==> config.mk <==
export PLATFORM = sky130hd
export DESIGN_NAME = vat_walker
export DESIGN_NICKNAME = d
export VERILOG_FILES = /design/src/rtl/vat_pkg.sv /design/src/rtl/vat_region.sv /design/src/rtl/vat_index.sv /design/src/rtl/vat_leaf.sv /design/src/rtl/vat_walker.sv
export SDC_FILE = /design/constraint.sdc
export NUM_CORES = 1
export LEC_CHECK = 0
export BUFFER_PORTS_ARGS = -buffer_cell sky130_fd_sc_hd__buf_4
export CORE_ASPECT_RATIO = 0.5
export CORE_UTILIZATION = 45
export CTS_CLUSTER_SIZE = 40
export DETAILED_ROUTE_END_ITERATION = 12
export HOLD_SLACK_MARGIN = 0.05
export PLACE_DENSITY = 0.79
export SLEW_MARGIN = 20
export SYNTH_ARGS = -nofsm -noshare
export SYNTH_HDL_FRONTEND = slang
export SYNTH_SLANG_ARGS = --single-unit
==> constraint.sdc <==
create_clock -name clk -period 4.7 [get_ports clk]
set_input_delay 0.47 -clock clk [delete_from_list [all_inputs] [get_ports clk]]
set_output_delay 0.47 -clock clk [all_outputs]
set_load 0.03 [all_outputs]
==> src/rtl/vat_pkg.sv <==
package vat_pkg;
  typedef enum logic [2:0] {
    FLT_NONE = 3'd0,
    FLT_ACV  = 3'd1,
    FLT_TNV  = 3'd2,
    FLT_FOR  = 3'd3,
    FLT_FOW  = 3'd4,
    FLT_FOE  = 3'd5
  } vat_fault_e;

  typedef enum logic [1:0] {
    S_IDLE  = 2'd0,
    S_ISSUE = 2'd1,
    S_WAIT  = 2'd2
  } vat_state_e;

  // permission vector layout: [0] read, [1] write, [2] execute
  function automatic logic [2:0] acc_to_need(input logic [1:0] a);
    case (a)
      2'd1:    return 3'b001;
      2'd2:    return 3'b010;
      2'd3:    return 3'b100;
      default: return 3'b000;
    endcase
  endfunction
endpackage

==> src/rtl/vat_region.sv <==
module vat_region #(
  parameter int VA_W        = 64,
  parameter int IMPL_BITS   = 43,
  parameter int SP_TAG_LO   = 41,
  parameter int SP_LOW_BITS = 40,
  parameter int SP_RELOC    = 43
) (
  input  logic [VA_W-1:0] va,
  output logic            canon,
  output logic            sp_hit,
  output logic [VA_W-1:0] sp_pa
);
  localparam int HI_W = VA_W - IMPL_BITS + 1;

  logic [HI_W-1:0] hi;

  always_comb begin
    hi     = va[VA_W-1:IMPL_BITS-1];
    canon  = (&hi) | ~(|hi);
    sp_hit = va[VA_W-1] && (va[SP_TAG_LO+1:SP_TAG_LO] == 2'b10);
    sp_pa  = '0;
    sp_pa[SP_LOW_BITS-1:0] = va[SP_LOW_BITS-1:0];
    sp_pa[SP_RELOC]        = va[SP_LOW_BITS];
  end
endmodule

==> src/rtl/vat_index.sv <==
module vat_index #(
  parameter int VA_W       = 64,
  parameter int PAGE_SHIFT = 13,
  parameter int IDX_W      = 10,
  parameter int LEVELS     = 3,
  parameter int LVL_W      = 2
) (
  input  logic [VA_W-1:0]  va,
  input  logic [LVL_W-1:0] lvl,
  output logic [IDX_W-1:0] idx
);
  logic [IDX_W-1:0] slice [LEVELS];

  // level 0 uses the highest field, the leaf level the lowest
  for (genvar g = 0; g < LEVELS; g++) begin : g_slice
    assign slice[g] = va[PAGE_SHIFT + (LEVELS-1-g)*IDX_W +: IDX_W];
  end

  always_comb begin
    idx = '0;
    for (int k = 0; k < LEVELS; k++) begin
      if (lvl == LVL_W'(k)) idx = slice[k];
    end
  end
endmodule

==> src/rtl/vat_leaf.sv <==
module vat_leaf
  import vat_pkg::*;
#(
  parameter int PTE_W   = 64,
  parameter int MODE_W  = 2,
  parameter int RD_BASE = 8,
  parameter int WR_BASE = 12
) (
  input  logic [PTE_W-1:0]  pte,
  input  logic [MODE_W-1:0] mode,
  input  logic [2:0]        need,
  output logic [2:0]        prot,
  output vat_fault_e        fault
);
  localparam int PW = $clog2(PTE_W);

  logic [PW-1:0] rd_pos, wr_pos;
  logic          rd_en, wr_en;
  logic [2:0]    raw, kept;

  always_comb begin
    rd_pos = PW'(RD_BASE) + PW'(mode);
    wr_pos = PW'(WR_BASE) + PW'(mode);
    rd_en  = pte[rd_pos];
    wr_en  = pte[wr_pos];
    raw    = {rd_en, wr_en, rd_en};
    // each fault-on bit sits one above its permission position
    kept   = raw & ~pte[3:1];
    prot   = kept;
    fault  = FLT_NONE;
    if (need != 3'b000 && (raw & need) == 3'b000) begin
      fault = FLT_ACV;
      prot  = raw;
    end else if (need != 3'b000 && (kept & need) == 3'b000) begin
      if (need[2])      fault = FLT_FOE;
      else if (need[1]) fault = FLT_FOW;
      else              fault = FLT_FOR;
    end
  end
endmodule

==> src/rtl/vat_walker.sv <==
module vat_walker
  import vat_pkg::*;
#(
  parameter int VA_W        = 64,
  parameter int PTE_W       = 64,
  parameter int PAGE_SHIFT  = 13,
  parameter int IDX_W       = 10,
  parameter int LEVELS      = 3,
  parameter int MODE_W      = 2,
  parameter int FRAME_LSB   = 32,
  parameter int RD_BASE     = 8,
  parameter int WR_BASE     = 12,
  parameter int SP_TAG_LO   = 41,
  parameter int SP_LOW_BITS = 40,
  parameter int SP_RELOC    = 43
) (
  input  logic              clk,
  input  logic              rst_n,
  input  logic              start,
  input  logic [63:0]       va,
  input  logic [1:0]        acc,
  input  logic [1:0]        mode,
  input  logic [63:0]       ptbr,
  output logic              done,
  output logic [63:0]       pa,
  output logic [2:0]        prot,
  output logic [2:0]        fault,
  output logic              mem_req_valid,
  input  logic              mem_req_ready,
  output logic [63:0]       mem_req_addr,
  input  logic              mem_rsp_valid,
  output logic              mem_rsp_ready,
  input  logic [63:0]       mem_rsp_data
);
  localparam int IMPL_BITS   = PAGE_SHIFT + LEVELS*IDX_W;
  localparam int LVL_W       = (LEVELS > 1) ? $clog2(LEVELS) : 1;
  localparam int FRAME_W     = PTE_W - FRAME_LSB;
  localparam int ENTRY_SHIFT = $clog2(PTE_W/8);
  localparam logic [MODE_W-1:0] KERNEL = '0;

  vat_state_e        state;
  logic [VA_W-1:0]   va_q, base_q, pa_q;
  logic [2:0]        need_q, prot_q;
  logic [MODE_W-1:0] mode_q;
  logic [LVL_W-1:0]  lvl_q;
  logic              done_q;
  vat_fault_e        fault_q;

  logic              canon, sp_hit;
  logic [VA_W-1:0]   sp_pa;
  logic [IDX_W-1:0]  idx;
  logic [2:0]        leaf_prot;
  vat_fault_e        leaf_fault;
  logic [VA_W-1:0]   frame_base;
  logic              rsp_fire, last_lvl;

  vat_region #(
    .VA_W(VA_W), .IMPL_BITS(IMPL_BITS), .SP_TAG_LO(SP_TAG_LO),
    .SP_LOW_BITS(SP_LOW_BITS), .SP_RELOC(SP_RELOC)
  ) u_region (
    .va(va), .canon(canon), .sp_hit(sp_hit), .sp_pa(sp_pa)
  );

  vat_index #(
    .VA_W(VA_W), .PAGE_SHIFT(PAGE_SHIFT), .IDX_W(IDX_W),
    .LEVELS(LEVELS), .LVL_W(LVL_W)
  ) u_index (
    .va(va_q), .lvl(lvl_q), .idx(idx)
  );

  vat_leaf #(
    .PTE_W(PTE_W), .MODE_W(MODE_W), .RD_BASE(RD_BASE), .WR_BASE(WR_BASE)
  ) u_leaf (
    .pte(mem_rsp_data), .mode(mode_q), .need(need_q),
    .prot(leaf_prot), .fault(leaf_fault)
  );

  always_comb begin
    frame_base = {{(VA_W-FRAME_W){1'b0}}, mem_rsp_data[PTE_W-1:FRAME_LSB]} << PAGE_SHIFT;
    rsp_fire   = (state == S_WAIT) && mem_rsp_valid;
    last_lvl   = (lvl_q == LVL_W'(LEVELS-1));
  end

  assign mem_req_valid = (state == S_ISSUE);
  assign mem_req_addr  = base_q + ({{(VA_W-IDX_W){1'b0}}, idx} << ENTRY_SHIFT);
  assign mem_rsp_ready = (state == S_WAIT);
  assign done          = done_q;
  assign pa            = pa_q;
  assign prot          = prot_q;
  assign fault         = fault_q;

  always_ff @(posedge clk) begin
    if (!rst_n) begin
      state   <= S_IDLE;
      va_q    <= '0;
      base_q  <= '0;
      pa_q    <= '0;
      need_q  <= '0;
      prot_q  <= '0;
      mode_q  <= '0;
      lvl_q   <= '0;
      done_q  <= 1'b0;
      fault_q <= FLT_NONE;
    end else begin
      done_q <= 1'b0;
      case (state)
        S_IDLE: begin
          if (start) begin
            va_q   <= va;
            need_q <= acc_to_need(acc);
            mode_q <= mode;
            lvl_q  <= '0;
            base_q <= ptbr;
            if (!canon) begin
              done_q  <= 1'b1;
              fault_q <= FLT_ACV;
              pa_q    <= '0;
              prot_q  <= '0;
            end else if (sp_hit) begin
              done_q <= 1'b1;
              if (mode != KERNEL) begin
                fault_q <= FLT_ACV;
                pa_q    <= '0;
                prot_q  <= '0;
              end else begin
                fault_q <= FLT_NONE;
                pa_q    <= sp_pa;
                prot_q  <= 3'b111;
              end
            end else begin
              state <= S_ISSUE;
            end
          end
        end
        S_ISSUE: begin
          if (mem_req_ready) state <= S_WAIT;
        end
        S_WAIT: begin
          if (mem_rsp_valid) begin
            if (!mem_rsp_data[0]) begin
              state   <= S_IDLE;
              done_q  <= 1'b1;
              fault_q <= FLT_TNV;
              pa_q    <= '0;
              prot_q  <= '0;
            end else if (!last_lvl) begin
              if (!mem_rsp_data[RD_BASE]) begin
                state   <= S_IDLE;
                done_q  <= 1'b1;
                fault_q <= FLT_ACV;
                pa_q    <= '0;
                prot_q  <= '0;
              end else begin
                base_q <= frame_base;
                lvl_q  <= lvl_q + 1'b1;
                state  <= S_ISSUE;
              end
            end else begin
              state   <= S_IDLE;
              done_q  <= 1'b1;
              fault_q <= leaf_fault;
              prot_q  <= leaf_prot;
              pa_q    <= frame_base | {{(VA_W-PAGE_SHIFT){1'b0}}, va_q[PAGE_SHIFT-1:0]};
            end
          end
        end
        default: state <= S_IDLE;
      endcase
    end
  end

  // request channel holds under back-pressure
  assert_req_hold_R10: assert property (@(posedge clk) disable iff (!rst_n)
    mem_req_valid && !mem_req_ready |=> mem_req_valid && $stable(mem_req_addr));

  // completion is a single-cycle pulse
  assert_done_pulse_R11: assert property (@(posedge clk) disable iff (!rst_n)
    done |=> !done);

  // non-kernel mode never enters the superpage window
  assert_sp_user_R3: assert property (@(posedge clk) disable iff (!rst_n)
    (state == S_IDLE) && start && canon && sp_hit && (mode != KERNEL)
      |=> done && (fault == 3'd1));

  // a probe that reaches a valid leaf is always clean
  assert_probe_clean_R9: assert property (@(posedge clk) disable iff (!rst_n)
    rsp_fire && last_lvl && mem_rsp_data[0] && (need_q == 3'b000)
      |=> done && (fault == 3'd0));

  // a successful access carries the permission it needed
  assert_grant_R7: assert property (@(posedge clk) disable iff (!rst_n)
    done && (fault == 3'd0) && (need_q != 3'b000) |-> ((prot & need_q) != 3'b000));

  // a non-canonical start finishes without touching memory
  assert_noncanon_R1: assert property (@(posedge clk) disable iff (!rst_n)
    (state == S_IDLE) && start && !canon |=> done && !mem_req_valid && (fault == 3'd1));
endmodule

==> results.cfg <==
[run_status]
status = complete, but fails checks
violations = DRC

[setup_path]
critical_path_class = reg -> out
critPathLaunchType = register
cp.required_ps = 4230
path_max_fanout = 9
arrival_ps = 4020
cp_cell_sequence = inv_2, ha_1, buf_4, nand2_1, nor2_1, a21oi_1, o21ai_0, ha_2, and3_1, o211ai_1, a21o_2, a2111oi_4, buf_4, and3_1, xor2_1, buf_4
path_common_cell = buf_4
cp_slowest_stage_delay_ps = 530
crit_path_end_kind = primary output
crit_path_top_delay_cell = ha_2

[sta]
finClkSkew_ps = 12.1
setup_viol = 0
report.final.slew_viol_count = 0
fmaxAchievable_mhz = 223
min_period_over_period_pct = 95.6
fin_crit_ps = 4490
max_slew.worst_pin.slew_ps = 1070
hold_violations = 0
setup_slack_ps = 206
maxSlewHeadroom_pct = 28.4

[die]
die-area_um2 = 20600
ios = 338
rows = 36
initial_utilization_pct = 46.1
die_w_um = 202
coreArea_um2 = 19500
die_h_um = 102

[synth]
avgSynthCellArea_um2 = 7.86
synth-xor-area-share_pct = 5.73
syn-cell-area_um2 = 9020
synthMuxAreaShare_pct = 0.486
synth_top_flop_cell = dfxtp_1
ys_seq_area_share_pct = 37.3
ys_warn_count = 0
synth_top_family_by_area = simple AND/OR/NAND/NOR gates
ys_types = 67
synth_fa_ha_area_share_pct = 2.03
syn_inst = 1147
synthArstFlopShare_pct = 0
synth-edff-count = 0
synth-compound-area-share_pct = 22.7
ys_ff_latch = 168
synthSimpleGateAreaFrac_pct = 25.6

[clock_tree]
htreeDepth = 4
clk_latency_ps = 440
cts_tree = built
clock_path_buffers = 2
cts_inserted_buffers = 17
path_clk_slew_ps = 70
clockRootBuffer = clkbuf_16
cts.sinks = 168

[pwr]
powerDensity_nw_per_um2 = 311
cellLeakagePower_nw = 5.45
power_mw = 3.74
irDropWorstVdd_v = 0.000232

[grt]
grt_pass1_wl_um = 46500
grt_use_total_pct = 28.8
grt_overflow = 0
antenna_found_initial = 0
grt_pass1_vias = 8704
grt_start_max_net_pins = 94

[cells_and_area]
layout-area-overhead-vs-synth_pct = 33.2
fin_area_um2 = 12000
nFillCells = 1744
drive_above_1_share_pct = 28.0
fin_nets = 1604
antenna_cells = 0

[detailed_routing]
antenna_left = 0
wl_um = 30600
vias = 9457
first_iter_violations = 603
viasPerCell = 5.67
drc = 1
drt_pre_antenna_iters = 9
wl_per_cell_um = 18.3

[worst_hold_path]
hp-class = in -> reg

[placed_design]
place.port_buffers = 298
placed_cell_area_um2 = 11300
finalWeightedCongestion = 0.905
hpwl_um = 21800
place_ws_ps = 240

[run]
drv_cap = 0
[synthesized netlist by cell type (all sizes together) (2+ instances only)]
| master | n | area share [%] |
|---|---|---|
| o211a | 32 | 3.6 |
| clkbuf | 77 | 3.2 |
| or3 | 2 | 0.14 |
| buf | 31 | 2.3 |
| o31ai | 2 | 0.22 |
| a21o | 5 | 0.43 |
| a211oi | 2 | 0.17 |
| a2bb2oi | 2 | 0.19 |
| nor4 | 10 | 0.93 |
| a21oi | 24 | 1.3 |
| a32o | 2 | 0.22 |
| nand3 | 95 | 5.3 |
| xor2 | 25 | 2.4 |
| nand2 | 247 | 10 |
| nand2b | 3 | 0.29 |
| o21ai | 64 | 3.6 |
| nor3 | 10 | 0.61 |
| nand3b | 3 | 0.25 |
| nor2b | 5 | 0.35 |
| a221oi | 43 | 4.2 |
| nor3b | 3 | 0.25 |
| nor2 | 78 | 3.2 |
| ha | 13 | 1.8 |
| and2 | 8 | 0.57 |
| a21boi | 85 | 7.1 |
| a2111oi | 2 | 0.61 |
| inv | 14 | 0.58 |
| and4 | 3 | 0.32 |
| nand4 | 20 | 1.4 |
| and3 | 14 | 1.1 |
| dfxtp | 168 | 37 |
| o21a | 2 | 0.17 |
| xnor2 | 34 | 3.3 |
[per-stage QoR]
step | hold WS, ps | std cells | util, % | TNS, ps
finish | 296 | 1668 | 61.4 | 0
global route | 299 | 1668 | 61.4 | -21.2
CTS | 288 | 1666 | 61.0 | 0
detailed placement | 459 | 1633 | 57.7 | 0
global placement | 451 | 1633 | 57.7 | 0
floorplan | 441 | 1165 | - | 0
[state kept, by name, summed over array words and instances, names as in the netlist]
name    flops
state       2
need_q      3
pa         45
prot        3
lvl_q       2
done        1
base_q     64
fault       3
mode_q      2
va_q       43
[timing repair]
action / 4_1_cts / 5_1_grt
hold endpoints to repair: 0 / 0
endpoints found under the setup margin: 27 / 40
pin swaps: 1 / 4
gates resized for setup: 4 / 23
hold buffers: 0 / 0
setup buffers: 1 / 2
[worst max-delay path, delay by kind of cell (launching register included)]
family	cells	cell delay, ps
XOR/XNOR	1	160
buffers and inverters	4	650
AO/OA/AOI/OAI	5	1080
adder cells (fa/ha/maj)	2	740
flip-flops	1	420
AND/OR/NAND/NOR	4	520
[layout by cell type, fill, tap and decap left out, types with 17 or more instances in the layout]
cell type / synthesis / final
a21boi_0: 85 / 85
nand2_1: 245 / 244
a221oi_1: 43 / 43
clkbuf_16: 0 / 17
buf_4: 23 / 313
xor2_1: 25 / 25
a21oi_1: 24 / 24
o211a_1: 32 / 32
xnor2_1: 34 / 34
nand3_1: 94 / 94
conb_1: 1 / 19
o21ai_0: 64 / 58
nand4_1: 20 / 20
dfxtp_1: 168 / 167
nor2_1: 78 / 78
[final cells by class]
cell class | count | area (um2) | area share [%]
clock buffers | 18 | 439 | 3.66
clock inverters | 14 | 180 | 1.50
inverters | 14 | 52.6 | 0.438
multi-input cells | 875 | 5290 | 44.1
flip-flops and latches | 168 | 3360 | 28.0
well taps | 266 | 333 | 2.77
repair buffers | 313 | 2350 | 19.6
[final timing paths]
path,startpoint,end,slack [ps],depth (start not counted)
max,lvl_q[0]$_SDFFE_PN0P_,mem_req_addr[27],210,16
min,va[3],va_q[3]$_SDFFE_PN0P_,300,3
max reg2reg,state[1]$_SDFFE_PN0P_,pa[41]$_SDFFE_PN0P_,1890,5
min reg2reg,va_q[2]$_SDFFE_PN0P_,va_q[2]$_SDFFE_PN0P_,470,2
[routing by layer]
metal | routed length, um | global-route usage [%] | vias to the layer above | share of wire (%)
met1 | 13200 | 38.4 | 4546 | 43
li1 | - | - | 4463 | -
met2 | 14400 | 48.0 | 388 | 47
met4 | 687 | 8.39 | 0 | 2.2
met3 | 2330 | 5.48 | 60 | 7.6
met5 | 0 | 0 | - | 0
[power by group]
part	internal, mW	total [mW]	switching, mW	leakage [nW]
logic	0.288	0.676	0.389	3.76
clock network	0.821	1.49	0.669	0.296
registers	1.50	1.57	0.0727	1.39
[logic make-up after synthesis]
group                    after synthesis
other                                  1
AND/OR/NAND/NOR                      505
XOR/XNOR                              59
flip-flops                           168
buffers and inverters                122
multiplexers                           3
adder cells (fa/ha/maj)               14
AO/OA/AOI/OAI                        275
(Power assumes the default switching activity.)
